===== config.mk =====
export PLATFORM = sky130hd
export DESIGN_NAME = parity_char_rx
export DESIGN_NICKNAME = d
export VERILOG_FILES = /design/src/rtl/rx_pkg.sv /design/src/rtl/rx_tick_gen.sv /design/src/rtl/rx_line_sampler.sv /design/src/rtl/rx_frame_fsm.sv /design/src/rtl/rx_gap_meter.sv /design/src/rtl/parity_char_rx.sv
export SDC_FILE = /design/constraint.sdc
export NUM_CORES = 1
export LEC_CHECK = 0
export BUFFER_PORTS_ARGS = -buffer_cell sky130_fd_sc_hd__clkbuf_2
export CAP_MARGIN = 30
export CORE_ASPECT_RATIO = 1.25
export CORE_MARGIN = 5
export CORE_UTILIZATION = 35
export DETAILED_ROUTE_END_ITERATION = 7
export PLACE_DENSITY_LB_ADDON = 0.12
export SLEW_MARGIN = 5
export SYNTH_ARGS = -nofsm -noshare
export SYNTH_HDL_FRONTEND = slang
export SYNTH_SLANG_ARGS = --single-unit

===== constraint.sdc =====
create_clock -name clk_i -period 2 [get_ports clk_i]
set_input_delay 0.5 -clock clk_i [delete_from_list [all_inputs] [get_ports clk_i]]
set_output_delay 0.5 -clock clk_i [all_outputs]
set_load 0.02 [all_outputs]

===== src/rtl/rx_pkg.sv =====
package rx_pkg;
  typedef enum logic [2:0] {
    ST_IDLE   = 3'd0,
    ST_START  = 3'd1,
    ST_DATA   = 3'd2,
    ST_PARITY = 3'd3,
    ST_STOP   = 3'd4
  } rx_state_e;

  function automatic logic vote3(input logic a, input logic b, input logic c);
    return (a & b) | (a & c) | (b & c);
  endfunction
endpackage


===== src/rtl/rx_tick_gen.sv =====
module rx_tick_gen #(
  parameter int CLKS_PER_TICK = 27
) (
  input  logic clk_i,
  input  logic rst_ni,
  output logic tick_o
);
  localparam int CW = (CLKS_PER_TICK > 1) ? $clog2(CLKS_PER_TICK) : 1;
  localparam logic [CW-1:0] LAST = CW'(CLKS_PER_TICK - 1);

  logic [CW-1:0] cnt_q;

  always_ff @(posedge clk_i or negedge rst_ni) begin
    if (!rst_ni) begin
      cnt_q  <= '0;
      tick_o <= 1'b0;
    end else begin
      tick_o <= (cnt_q == LAST);
      if (cnt_q == LAST) cnt_q <= '0;
      else               cnt_q <= cnt_q + 1'b1;
    end
  end
endmodule


===== src/rtl/rx_line_sampler.sv =====
module rx_line_sampler (
  input  logic clk_i,
  input  logic rst_ni,
  input  logic rx_i,
  input  logic tick_i,
  output logic rx_s_o,
  output logic vote_o
);
  import rx_pkg::*;

  logic [1:0] sync_q;
  logic [1:0] hist_q;

  always_ff @(posedge clk_i or negedge rst_ni) begin
    if (!rst_ni) begin
      sync_q <= 2'b11;
      hist_q <= 2'b11;
    end else begin
      sync_q <= {sync_q[0], rx_i};
      if (tick_i) hist_q <= {hist_q[0], sync_q[1]};
    end
  end

  assign rx_s_o = sync_q[1];
  // two previous tick samples plus the current one
  assign vote_o = vote3(hist_q[1], hist_q[0], sync_q[1]);
endmodule


===== src/rtl/rx_frame_fsm.sv =====
module rx_frame_fsm #(
  parameter int OVERSAMPLE = 16,
  parameter int DATA_W     = 8
) (
  input  logic              clk_i,
  input  logic              rst_ni,
  input  logic              tick_i,
  input  logic              rx_s_i,
  input  logic              vote_i,
  output logic              start_ok_o,
  output logic              done_o,
  output logic [DATA_W-1:0] data_o,
  output logic              par_err_o,
  output logic              stop_err_o
);
  import rx_pkg::*;

  localparam int OW = $clog2(OVERSAMPLE);
  localparam int BW = (DATA_W > 1) ? $clog2(DATA_W) : 1;
  localparam logic [OW-1:0] MID  = OW'(OVERSAMPLE / 2 + 1);
  localparam logic [OW-1:0] LAST = OW'(OVERSAMPLE - 1);
  localparam logic [BW-1:0] LAST_BIT = BW'(DATA_W - 1);

  rx_state_e         state_q;
  logic [OW-1:0]     os_q;
  logic [BW-1:0]     bit_q;
  logic [DATA_W-1:0] shreg_q;
  logic              par_q;
  logic              at_mid;
  logic              at_last;

  assign at_mid  = tick_i && (os_q == MID);
  assign at_last = tick_i && (os_q == LAST);

  always_ff @(posedge clk_i or negedge rst_ni) begin
    if (!rst_ni) begin
      state_q    <= ST_IDLE;
      os_q       <= '0;
      bit_q      <= '0;
      shreg_q    <= '0;
      par_q      <= 1'b0;
      start_ok_o <= 1'b0;
      done_o     <= 1'b0;
      data_o     <= '0;
      par_err_o  <= 1'b0;
      stop_err_o <= 1'b0;
    end else begin
      start_ok_o <= 1'b0;
      done_o     <= 1'b0;
      par_err_o  <= 1'b0;
      stop_err_o <= 1'b0;
      if (tick_i && state_q != ST_IDLE) os_q <= os_q + 1'b1;
      unique case (state_q)
        ST_IDLE: begin
          if (tick_i && !rx_s_i) begin
            state_q <= ST_START;
            os_q    <= OW'(1);
          end
        end
        ST_START: begin
          if (at_mid) begin
            if (vote_i) state_q <= ST_IDLE;   // glitch
            else        start_ok_o <= 1'b1;
          end
          if (at_last) begin
            state_q <= ST_DATA;
            bit_q   <= '0;
          end
        end
        ST_DATA: begin
          if (at_mid) shreg_q <= {vote_i, shreg_q[DATA_W-1:1]};
          if (at_last) begin
            if (bit_q == LAST_BIT) state_q <= ST_PARITY;
            else                   bit_q   <= bit_q + 1'b1;
          end
        end
        ST_PARITY: begin
          if (at_mid)  par_q   <= vote_i;
          if (at_last) state_q <= ST_STOP;
        end
        ST_STOP: begin
          if (at_mid) begin
            done_o     <= 1'b1;
            data_o     <= shreg_q;
            par_err_o  <= ^{shreg_q, par_q};
            stop_err_o <= ~vote_i;
            state_q    <= ST_IDLE;
          end
        end
        default: state_q <= ST_IDLE;
      endcase
    end
  end
endmodule


===== src/rtl/rx_gap_meter.sv =====
module rx_gap_meter #(
  parameter int OVERSAMPLE = 16
) (
  input  logic clk_i,
  input  logic rst_ni,
  input  logic tick_i,
  input  logic start_ok_i,
  input  logic done_i,
  output logic gap_o
);
  // back-to-back: ~16 ticks from stop centre to next start centre; one idle bit: ~32
  localparam int THRESH = OVERSAMPLE + OVERSAMPLE / 2;
  localparam int GW = $clog2(THRESH + 1);
  localparam logic [GW-1:0] SAT = GW'(THRESH);

  logic [GW-1:0] cnt_q;
  logic          have_prev_q;

  always_ff @(posedge clk_i or negedge rst_ni) begin
    if (!rst_ni) begin
      cnt_q       <= '0;
      have_prev_q <= 1'b0;
      gap_o       <= 1'b0;
    end else begin
      if (done_i) begin
        cnt_q       <= '0;
        have_prev_q <= 1'b1;
      end else if (tick_i && cnt_q != SAT) begin
        cnt_q <= cnt_q + 1'b1;
      end
      if (start_ok_i) gap_o <= have_prev_q && (cnt_q >= SAT);
    end
  end
endmodule


===== src/rtl/parity_char_rx.sv =====
module parity_char_rx #(
  parameter int CLKS_PER_TICK = 27,
  parameter int OVERSAMPLE    = 16,
  parameter int DATA_W        = 8
) (
  input  logic              clk_i,
  input  logic              rst_ni,
  input  logic              rx_i,
  output logic [DATA_W-1:0] data_o,
  output logic              valid_o,
  output logic              par_err_o,
  output logic              stop_err_o,
  output logic              gap_o
);
  logic tick;
  logic rx_s;
  logic vote;
  logic start_ok;
  logic done;
  logic gap_q;

  rx_tick_gen #(.CLKS_PER_TICK(CLKS_PER_TICK)) u_tick (
    .clk_i (clk_i),
    .rst_ni(rst_ni),
    .tick_o(tick)
  );

  rx_line_sampler u_samp (
    .clk_i (clk_i),
    .rst_ni(rst_ni),
    .rx_i  (rx_i),
    .tick_i(tick),
    .rx_s_o(rx_s),
    .vote_o(vote)
  );

  rx_frame_fsm #(.OVERSAMPLE(OVERSAMPLE), .DATA_W(DATA_W)) u_fsm (
    .clk_i     (clk_i),
    .rst_ni    (rst_ni),
    .tick_i    (tick),
    .rx_s_i    (rx_s),
    .vote_i    (vote),
    .start_ok_o(start_ok),
    .done_o    (done),
    .data_o    (data_o),
    .par_err_o (par_err_o),
    .stop_err_o(stop_err_o)
  );

  rx_gap_meter #(.OVERSAMPLE(OVERSAMPLE)) u_gap (
    .clk_i     (clk_i),
    .rst_ni    (rst_ni),
    .tick_i    (tick),
    .start_ok_i(start_ok),
    .done_i    (done),
    .gap_o     (gap_q)
  );

  assign valid_o = done;
  assign gap_o   = done & gap_q;
endmodule


==> summary.md, run 1 <==
The run finished with clean final reports. Yosys mapped a number of flops with a built-in enable equal to 0. The final-report hold violation count is 0, and the highest net fanout along the worst path is 3. For the weighted congestion reported at the end of routability-driven placement, the log shows 0.836.

The predominant post-synthesis flop cell was sky130_fd_sc_hd__dfrtp_1. The count of pins on the block boundary came out at 15. Derived from the worst setup path, the maximum achievable clock frequency is 565 MHz.

The worst setup path is captured at a register. The floorplan step defined a core boundary enclosing 6170 sq um. The worst hold path class is in -> async.

The number of different library cells used by synthesis comes to 41. For the wire length of the first global-routing pass, the log shows 6950 um. Via density per instance: 4.76. The first detailed-routing pass took 4 iterations. The number of hold buffers added after CTS was 0.

The tools report the clock insertion delay at the later pin of the skew report as 300 ps. For this design the static power due to leakage is 1.19 nW. Summed over all instances, the cell type with the most area after synthesis is sky130_fd_sc_hd__dfrtp_1. The number of antenna violations at the first check in global routing is 0, and the estimated wirelength of the detail-placed design is 2860 um. The final layout contains routed wiring with a total length of 3900 um. Actual transition at the worst max-transition pin: 596 ps.

The total overflow left after global routing is 0. The number of failing setup endpoints in the final timing report was 0; the total standard cell area after synthesis was 2220 sq um. TritonCTS created 5 clock buffers. Measured along the x axis, the die boundary spans 81.2 um. The Yosys step of the flow raised 0 warnings.

In the final routed layout, each cell accounts on average for 13.7 um. For the max-slew violation total from the final report, the log shows 0. From bottom edge to top edge, the die measures 99.0 um.

The share of layout cells above drive strength 1 is 28.5%, and the number of buffers inserted by post-CTS setup repair is 0. The worst-case headroom to the max-slew limit is 60.3%. The detailed-route via count is 1358.

The clock tree synthesis step divided the H-tree into 2 levels. For this run, design rule violations remaining after detail routing come to 0. After the first detailed-routing iteration, the DRC count stood at 23.

For the pin count of the biggest net entering global routing, the log shows 23. The number of instances in the synthesized netlist came out at 180. The effective utilization at floorplan came out at 36.0%.

Clock-pin slew was measured on the worst setup and hold paths at 90 ps. In this run the core area contains 32 standard-cell rows. The tools report the endpoint required time on the critical path as 2190 ps. TritonCTS built the clock tree. In this run, post-CTS repair resized a total of 0 instances. The filler cell count was 623. Yosys attributes the largest share of cell area to sky130_fd_sc_hd__dfrtp_1 50%, sky130_fd_sc_hd__mux2_2 6.6%, sky130_fd_sc_hd__dfstp_2 4.7%, sky130_fd_sc_hd__mux2_4 4.7%, sky130_fd_sc_hd__ha_1 4.5%. After layout, the minimum clock period comes to 1770 ps.

The worst setup path is of the reg -> reg kind. Once detail routing completed, the nets flagged for antenna violations numbered 0. In the final design database the tool counted 210 nets. The share of the core filled with cells was 40.6%; the power density normalized to cell area was 654 nW/um^2. The via count of the first global-routing pass was 1450. Synthesized net count: 191. The share of the Yosys chip area taken by registers is 54.3%. The register bit total from synthesis was 48.

The root buffer selected by CTS was sky130_fd_sc_hd__clkbuf_8. The full die area is 8040 sq um, and the mean instance size in the synthesized netlist is 12.3 sq um. The share of synthesized area in the top cell type comes to 49.6%.

For this run, asynchronously set or reset flops after synthesis account for 100%. The area growth from synthesis to layout is 12.7%. The clock skew after layout is 5.61 ps, and the total of max-cap violations is 0. The tools report the number of diodes as 0.

In the global route stage, overall resource usage came out at 11.2%. The number of port buffers was 14; the final cycle utilization of the critical path was 88.6%. No sink is reached through more buffers than the 2 on the longest clock path.

Final sum of negative setup slack: 0 ps. The data arrival time of the worst path came out at 1960 ps. The worst-case IR drop observed on VDD is 0.292 mV.

Setup repair after global routing left no endpoint under its margin. STA classifies the critical path startpoint as a register. For the number of sinks driven by the clock tree, the log shows 48.
[cell type report]
| class | count | area, sq um | area share [%] |
|---|---|---|---|
| multi-input cells | 116 | 941 | 37.6 |
| well taps | 85 | 106 | 4.25 |
| clock buffers | 6 | 82.6 | 3.30 |
| flip-flops and latches | 48 | 1210 | 48.2 |
| repair buffers | 18 | 113 | 4.50 |
| inverters | 10 | 37.5 | 1.50 |
| clock inverters | 2 | 15.0 | 0.600 |
[kinds of logic after synthesis]
group                    after synthesis  synth area share, %
flip-flops                            48                 54.3
XOR/XNOR                              14                 6.14
multiplexers                          24                 13.1
AND/OR/NAND/NOR                       55                 14.0
AO/OA/AOI/OAI                         14                 4.12
adder cells (fa/ha/maj)                9                 4.96
buffers and inverters                 16                 3.27
[cells in the final DEF, fill, tap and decap left out, types with 2 or more instances in the layout]
cell type	n
sky130_fd_sc_hd__a22o_1	2
sky130_fd_sc_hd__nand3_1	6
sky130_fd_sc_hd__nor3b_1	2
sky130_fd_sc_hd__dfrtp_1	44
sky130_fd_sc_hd__mux2_4	7
sky130_fd_sc_hd__xnor2_1	8
sky130_fd_sc_hd__nand2_1	11
sky130_fd_sc_hd__o21ai_0	6
sky130_fd_sc_hd__buf_4	3
sky130_fd_sc_hd__mux2i_1	4
sky130_fd_sc_hd__clkbuf_2	14
sky130_fd_sc_hd__dfstp_2	4
sky130_fd_sc_hd__and2_1	2
sky130_fd_sc_hd__clkinvlp_4	2
sky130_fd_sc_hd__xor2_1	5
sky130_fd_sc_hd__nand4_1	4
sky130_fd_sc_hd__clkbuf_8	6
sky130_fd_sc_hd__o2bb2ai_1	2
sky130_fd_sc_hd__ha_1	8
sky130_fd_sc_hd__nor2_1	16
sky130_fd_sc_hd__a21oi_1	2
sky130_fd_sc_hd__mux2_2	13
sky130_fd_sc_hd__inv_1	9
[Yosys cell counts (2+ instances only)]
master / number
sky130_fd_sc_hd__nand2_1: 11
sky130_fd_sc_hd__ha_1: 8
sky130_fd_sc_hd__dfrtp_1: 44
sky130_fd_sc_hd__nor3b_1: 2
sky130_fd_sc_hd__o2bb2ai_1: 2
sky130_fd_sc_hd__xor2_1: 5
sky130_fd_sc_hd__buf_2: 4
sky130_fd_sc_hd__nand3_1: 6
sky130_fd_sc_hd__nor2_1: 16
sky130_fd_sc_hd__a21oi_1: 2
sky130_fd_sc_hd__mux2_2: 13
sky130_fd_sc_hd__inv_1: 9
sky130_fd_sc_hd__o21ai_0: 6
sky130_fd_sc_hd__nand4_1: 4
sky130_fd_sc_hd__and2_1: 2
sky130_fd_sc_hd__mux2_4: 7
sky130_fd_sc_hd__a22o_1: 2
sky130_fd_sc_hd__mux2i_1: 4
sky130_fd_sc_hd__dfstp_2: 4
sky130_fd_sc_hd__xnor2_1: 8
[worst max-delay path, stage by stage, from the launching register on]
cell                      delay [ps]
sky130_fd_sc_hd__dfrtp_1         400
sky130_fd_sc_hd__ha_1            210
sky130_fd_sc_hd__ha_1            210
sky130_fd_sc_hd__nor2_1           90
sky130_fd_sc_hd__mux2i_1          80
sky130_fd_sc_hd__nor3_2          300
sky130_fd_sc_hd__mux2_2          370
[state kept, by name (all words and copies together), names as in the netlist]
name	count
u_fsm.data_o	8
u_fsm.shreg_q	8
u_gap.cnt_q	5
u_tick.cnt_q	5
u_fsm.os_q	4
u_fsm.bit_q	3
u_fsm.state_q	3
u_samp.hist_q	2
u_samp.sync_q	2
u_fsm.done_o	1
u_fsm.par_err_o	1
u_fsm.par_q	1
u_fsm.start_ok_o	1
u_fsm.stop_err_o	1
u_gap.gap_o	1
u_gap.have_prev_q	1
u_tick.tick_o	1
[path summary, 6_finish.rpt]
kind	startpoint	endpoint	slack, ps	cells past startpoint
max	u_fsm.bit_q[0]$_DFFE_PN0P_	u_fsm.bit_q[0]$_DFFE_PN0P_	230	6
max reg2reg	u_fsm.bit_q[0]$_DFFE_PN0P_	u_fsm.bit_q[0]$_DFFE_PN0P_	230	6
min in group clk_i	rx_i	u_samp.sync_q[0]$_DFF_PN1_	280	1
min	rst_ni	u_fsm.data_o[5]$_DFFE_PN0P_	190	1
min reg2reg	u_samp.sync_q[0]$_DFF_PN1_	u_samp.sync_q[1]$_DFF_PN1_	360	0
max in group asynchronous	rst_ni	u_samp.hist_q[1]$_DFFE_PN1P_	1200	2
[per-stage QoR]
stage	cell area [sq um]	worst slack (ps)	instances	total power, W	hold WS, ps
floorplan	2220	348	180	0.00101	204
global placement	2400	306	277	0.00104	348
detailed placement	2400	234	277	0.00105	353
CTS	2500	200	285	0.00167	203
global route	2500	110	285	0.00171	233
finish	2500	229	285	0.00164	191
[power breakdown]
part	switching [W]	internal (W)
registers	0.00000623	0.000977
logic	0.0000281	0.0000125
clock network	0.000332	0.000280
total	0.000366	0.00127
[layer usage]
metal,up-vias,GRT usage (%),share of wire [%]
li1,653,-,-
met1,680,13.1,43
met2,20,19.2,52
met3,5,3.11,3.3
met4,0,4.29,1.7
met5,-,0,0
Power figures use the tool's default switching activity.
==> inputs of run 2 (changes only) <==
--- a/config.mk
+++ b/config.mk
@@ -5,6 +5,7 @@
 export SDC_FILE = /design/constraint.sdc
 export NUM_CORES = 1
 export LEC_CHECK = 0
+export ABC_AREA = 1
 export BUFFER_PORTS_ARGS = -buffer_cell sky130_fd_sc_hd__clkbuf_2
 export CAP_MARGIN = 30
 export CORE_ASPECT_RATIO = 1.25
==> run 2 against run 1 <==
Net effect:
- worst hold slack lost 24 ps
- combinational power grew to 4.1 times the previous value
- die area grew 2.2%
- critical path depth shrank 3
- sequential power is essentially flat
- critical path type is now reg -> out
- largest cell class unchanged
==> summary.md, run 2 <==
The synthesized net count is 273 (was 191). Commonest cells in the netlist: 77 x sky130_fd_sc_hd__nand2_1, 44 x sky130_fd_sc_hd__dfrtp_1, 29 x sky130_fd_sc_hd__inv_1 (was 44 x sky130_fd_sc_hd__dfrtp_1, 16 x sky130_fd_sc_hd__nor2_1, 13 x sky130_fd_sc_hd__mux2_2). The tools report the layout net count as 293 (was 210). The weighted congestion reported at the end of routability-driven placement is 0.736 (was 0.836).

The highest net fanout along the worst path is 6 (was 3). The most frequent cell after synthesis was sky130_fd_sc_hd__nand2_1 (was sky130_fd_sc_hd__dfrtp_1). The power density normalized to cell area is 753 nW/um^2 (was 654 nW/um^2). The filler cell count was 666 (was 623).

The register bit total from synthesis is 48 (unchanged). The tools report the number of antenna violations at the first check in global routing as 0 (unchanged). The worst hold path class was in -> async (unchanged). The tools report the share of the core filled with cells as 41.3% (was 40.6%). Largest registers in the final layout: u_fsm.data_o x8, u_fsm.shreg_q x8 (unchanged). The number of instances in the synthesized netlist is 262 (was 180).

The endpoint required time on the critical path is 1500 ps (was 2190 ps). Main area contributors after synthesis: sky130_fd_sc_hd__dfrtp_1 48%, sky130_fd_sc_hd__nand2_1 13%, sky130_fd_sc_hd__inv_1 4.8%, sky130_fd_sc_hd__dfstp_2 4.6%, sky130_fd_sc_hd__ha_1 4.4% (was sky130_fd_sc_hd__dfrtp_1 50%, sky130_fd_sc_hd__mux2_2 6.6%, sky130_fd_sc_hd__dfstp_2 4.7%, sky130_fd_sc_hd__mux2_4 4.7%, sky130_fd_sc_hd__ha_1 4.5%). The run gives 1.26 nW (was 1.19 nW) as the leakage dissipation. The run gives 0 (unchanged) as the number of diodes. The post-route DRC violation count was 0 (unchanged).

The share of layout cells above drive strength 1 is 15.9% (was 28.5%). The post-route minimum period was 1500 ps (was 1770 ps). The total of hold buffers inserted after clock tree synthesis came out at 0 (unchanged).

The category of the worst setup path capture point was an output port (was a register). The run gives 73 (was 23) as the detailed router's first-iteration violation count. The logs give 49 (was 23) for the pin count of the biggest net entering global routing and 167 ps (was 191 ps) for the smallest hold slack. The power after layout was 0.00194 W (was 0.00164 W). The tools report the root buffer selected by CTS as sky130_fd_sc_hd__clkbuf_8 (unchanged).

The mean instance size in the synthesized netlist was 8.69 sq um (was 12.3 sq um); the number of port buffers was 14 (unchanged). The estimated wirelength of the detail-placed design came out at 2860 um (about the same). The clock transition at the registers of the reported paths is 90 ps (about the same).

Most frequent standard cell in the layout excluding fill and tap cells: sky130_fd_sc_hd__nand2_1 (was sky130_fd_sc_hd__dfrtp_1). The data arrival time of the worst path is 1000 ps (was 1960 ps). TritonCTS built the clock tree.

The fraction of synthesis flops using an asynchronous set or reset pin works out to 100% (unchanged). The total global routing overflow is 0 (unchanged), and the count of pins on the block boundary is 15 (unchanged). The post-cts gate resize count was 0 (unchanged). The run gives 0 (unchanged) as the post-route antenna net violation count.

Total global routing track utilization: 11.5% (was 11.2%). The buffers plus inverters on the worst setup path came out at 2 (was 0). The wire length of the first global-routing pass was 7360 um (was 6950 um); the signed area change from the synthesized netlist to the final layout was 13.5% (was 12.7%).

The biggest area consumer among synthesized cells is sky130_fd_sc_hd__dfrtp_1 (unchanged). The die boundary height was 100 um (was 99.0 um); the number of failing setup endpoints in the final timing report was 0 (unchanged). Worst-path cell chain: nand2_1, inv_1, clkbuf_2 (was ha_1, ha_1, nor2_1, mux2i_1, nor3_2, mux2_2). The floorplan die width came out at 82.1 um (was 81.2 um). The tools report the number of sinks driven by the clock tree as 48 (unchanged). Final sum of negative setup slack: 0 ps (unchanged). The actual transition at the worst max-transition pin is 585 ps (was 596 ps), and the maximum clock frequency is 667 MHz (was 565 MHz). Most frequent cells in the layout: 77 x sky130_fd_sc_hd__nand2_1, 44 x sky130_fd_sc_hd__dfrtp_1, 29 x sky130_fd_sc_hd__inv_1 (was 44 x sky130_fd_sc_hd__dfrtp_1, 16 x sky130_fd_sc_hd__nor2_1, 14 x sky130_fd_sc_hd__clkbuf_2). Setup repair after global routing left no endpoint under its margin.

The logs give 5 (unchanged) for the CTS buffer count and 8230 sq um (was 8040 sq um) for the full die area. The tools report the element type at the critical path start as a register (unchanged). The worst-case headroom to the max-slew limit is 60.7% (was 60.3%), and the average wire length per cell after detail routing is 10.9 um (was 13.7 um).

Final cycle utilization of the critical path: 75.0% (was 88.6%). The count of different cell masters after synthesis is 30 (was 41). Family with the most delay on the worst path: flip-flops (was multiplexers).

For the total of max-cap violations, the log shows 0 (unchanged). The start-to-end type of the worst setup path is reg -> out (was reg -> reg). Predominant post-synthesis flop cell: sky130_fd_sc_hd__dfrtp_1 (unchanged).

The logs give 53.0% (was 54.3%) for the fraction of the yosys area taken by sequential cells and 1655 (was 1358) for the detailed-route via count. The logs give 9.88 ps (was 5.61 ps) for the clock skew after layout and 4 (unchanged) for the number of optimization iterations in the first detailed-route pass. The post-detailed-routing wire length is 4030 um (was 3900 um), and the number of core rows is 32 (unchanged). Via density per instance: 4.50 (was 4.76). The cell with the largest stage delay on the worst path is sky130_fd_sc_hd__dfrtp_1 (unchanged). The logs give 0 (unchanged) for the final-report hold violation count and 1639 (was 1450) for the via count of the first global-routing pass.

For the total standard cell area after synthesis, the log shows 2280 sq um (was 2220 sq um). The number of synthesized flops with an enable pin is 0 (unchanged), and the max-slew violation total from the final report is 0 (unchanged). Buffer levels on the longest clock path: 2 (unchanged).

The portion of synthesized cell area occupied by the leading cell type is 48.4% (was 49.6%). The flow ran to the end, and the final reports show no timing, DRC or antenna violations. The tools report the effective utilization at floorplan as 36.4% (was 36.0%). The logs give 6250 sq um (was 6170 sq um) for the core area and 0 (unchanged) for the number of buffers inserted by post-CTS setup repair.

The clock insertion delay at the later pin of the skew report is 300 ps (about the same), and the worst vdd rail ir drop is 0.540 mV (was 0.292 mV). The tools report the depth of the CTS H-tree as 2 (unchanged). The largest incremental delay on the critical path came out at 430 ps (was 400 ps). For the number of warning messages in the yosys log, the log shows 0 (unchanged).
## run 2: changes by cell type after synthesis, moves of 4 or more
cell | previous run | this run
sky130_fd_sc_hd__o21ai_1 | 0 | 19
sky130_fd_sc_hd__nor2_1 | 16 | 12
sky130_fd_sc_hd__nand3_1 | 6 | 17
sky130_fd_sc_hd__inv_1 | 9 | 29
sky130_fd_sc_hd__mux2_4 | 7 | 0
sky130_fd_sc_hd__inv_2 | 1 | 5
sky130_fd_sc_hd__mux2_2 | 13 | 0
sky130_fd_sc_hd__xnor2_1 | 8 | 2
sky130_fd_sc_hd__nand2_1 | 11 | 77
sky130_fd_sc_hd__mux2i_1 | 4 | 0
## run 2: path summary, 6_finish.rpt
kind                       cells past startpoint  slack, ps                        from                            to
hold reg to reg                                0        360  u_samp.sync_q[0]$_DFF_PN1_    u_samp.sync_q[1]$_DFF_PN1_
hold / removal                                 2        170                      rst_ni       u_fsm.os_q[3]$_DFF_PN0_
max in group asynchronous                      2       1530                      rst_ni    u_samp.sync_q[1]$_DFF_PN1_
min in group clk_i                             1        270                        rx_i    u_samp.sync_q[0]$_DFF_PN1_
setup / recovery                               3        500      u_fsm.done_o$_DFF_PN0_                         gap_o
setup reg to reg                               9        560     u_fsm.os_q[1]$_DFF_PN0_  u_fsm.state_q[1]$_DFFE_PN0P_
## run 2: cell families after synthesis
family          count (synthesis)  synth area share, %
buf+inv                        36                 6.32
xor+xnor                        6                 2.31
simple gates                  125                 24.6
flops                          48                 53.0
fa+ha+maj                       8                 4.40
compound gates                 39                 9.35
## run 2: layout make-up
| type | instances | area, sq um | area share, % |
|---|---|---|---|
| repair buffers | 15 | 90.1 | 3.49 |
| clock buffers | 7 | 96.3 | 3.73 |
| inverters | 34 | 128 | 4.94 |
| clock inverters | 1 | 30.0 | 1.16 |
| multi-input cells | 178 | 926 | 35.9 |
| flip-flops and latches | 48 | 1210 | 46.7 |
| well taps | 85 | 106 | 4.12 |
## run 2: per-stage QoR
stage          cell area (sq um)  instances  worst slack (ps)
2_1_floorplan               2280        262               704
3_3_place_gp                2460        360               587
3_5_place_dp                2460        360               580
4_1_cts                     2580        368               474
5_1_grt                     2580        368               376
6_report                    2580        368               501
## run 2: per-layer routing
layer | wire [um] | share of wire (%) | track usage, % | up-vias
met5 | 0 | 0 | 0 | -
met1 | 1910 | 47 | 14.3 | 755
met4 | 75 | 1.9 | 4.60 | 0
li1 | - | - | - | 874
met3 | 117 | 2.9 | 2.69 | 7
met2 | 1920 | 48 | 19.0 | 19
## run 2: where the power goes
group          switching (W)  internal, W
combinational       0.000118    0.0000496
sequential         0.0000221     0.000987
clock               0.000326     0.000441
total               0.000467      0.00148
## run 2: worst register-to-register path: cells and delay by family (launching register included)
family,cells,cell delay (ps)
DFF,1,420
adders and majority gates,1,150
buffers and inverters,1,70
and+or+nand+nor,7,680
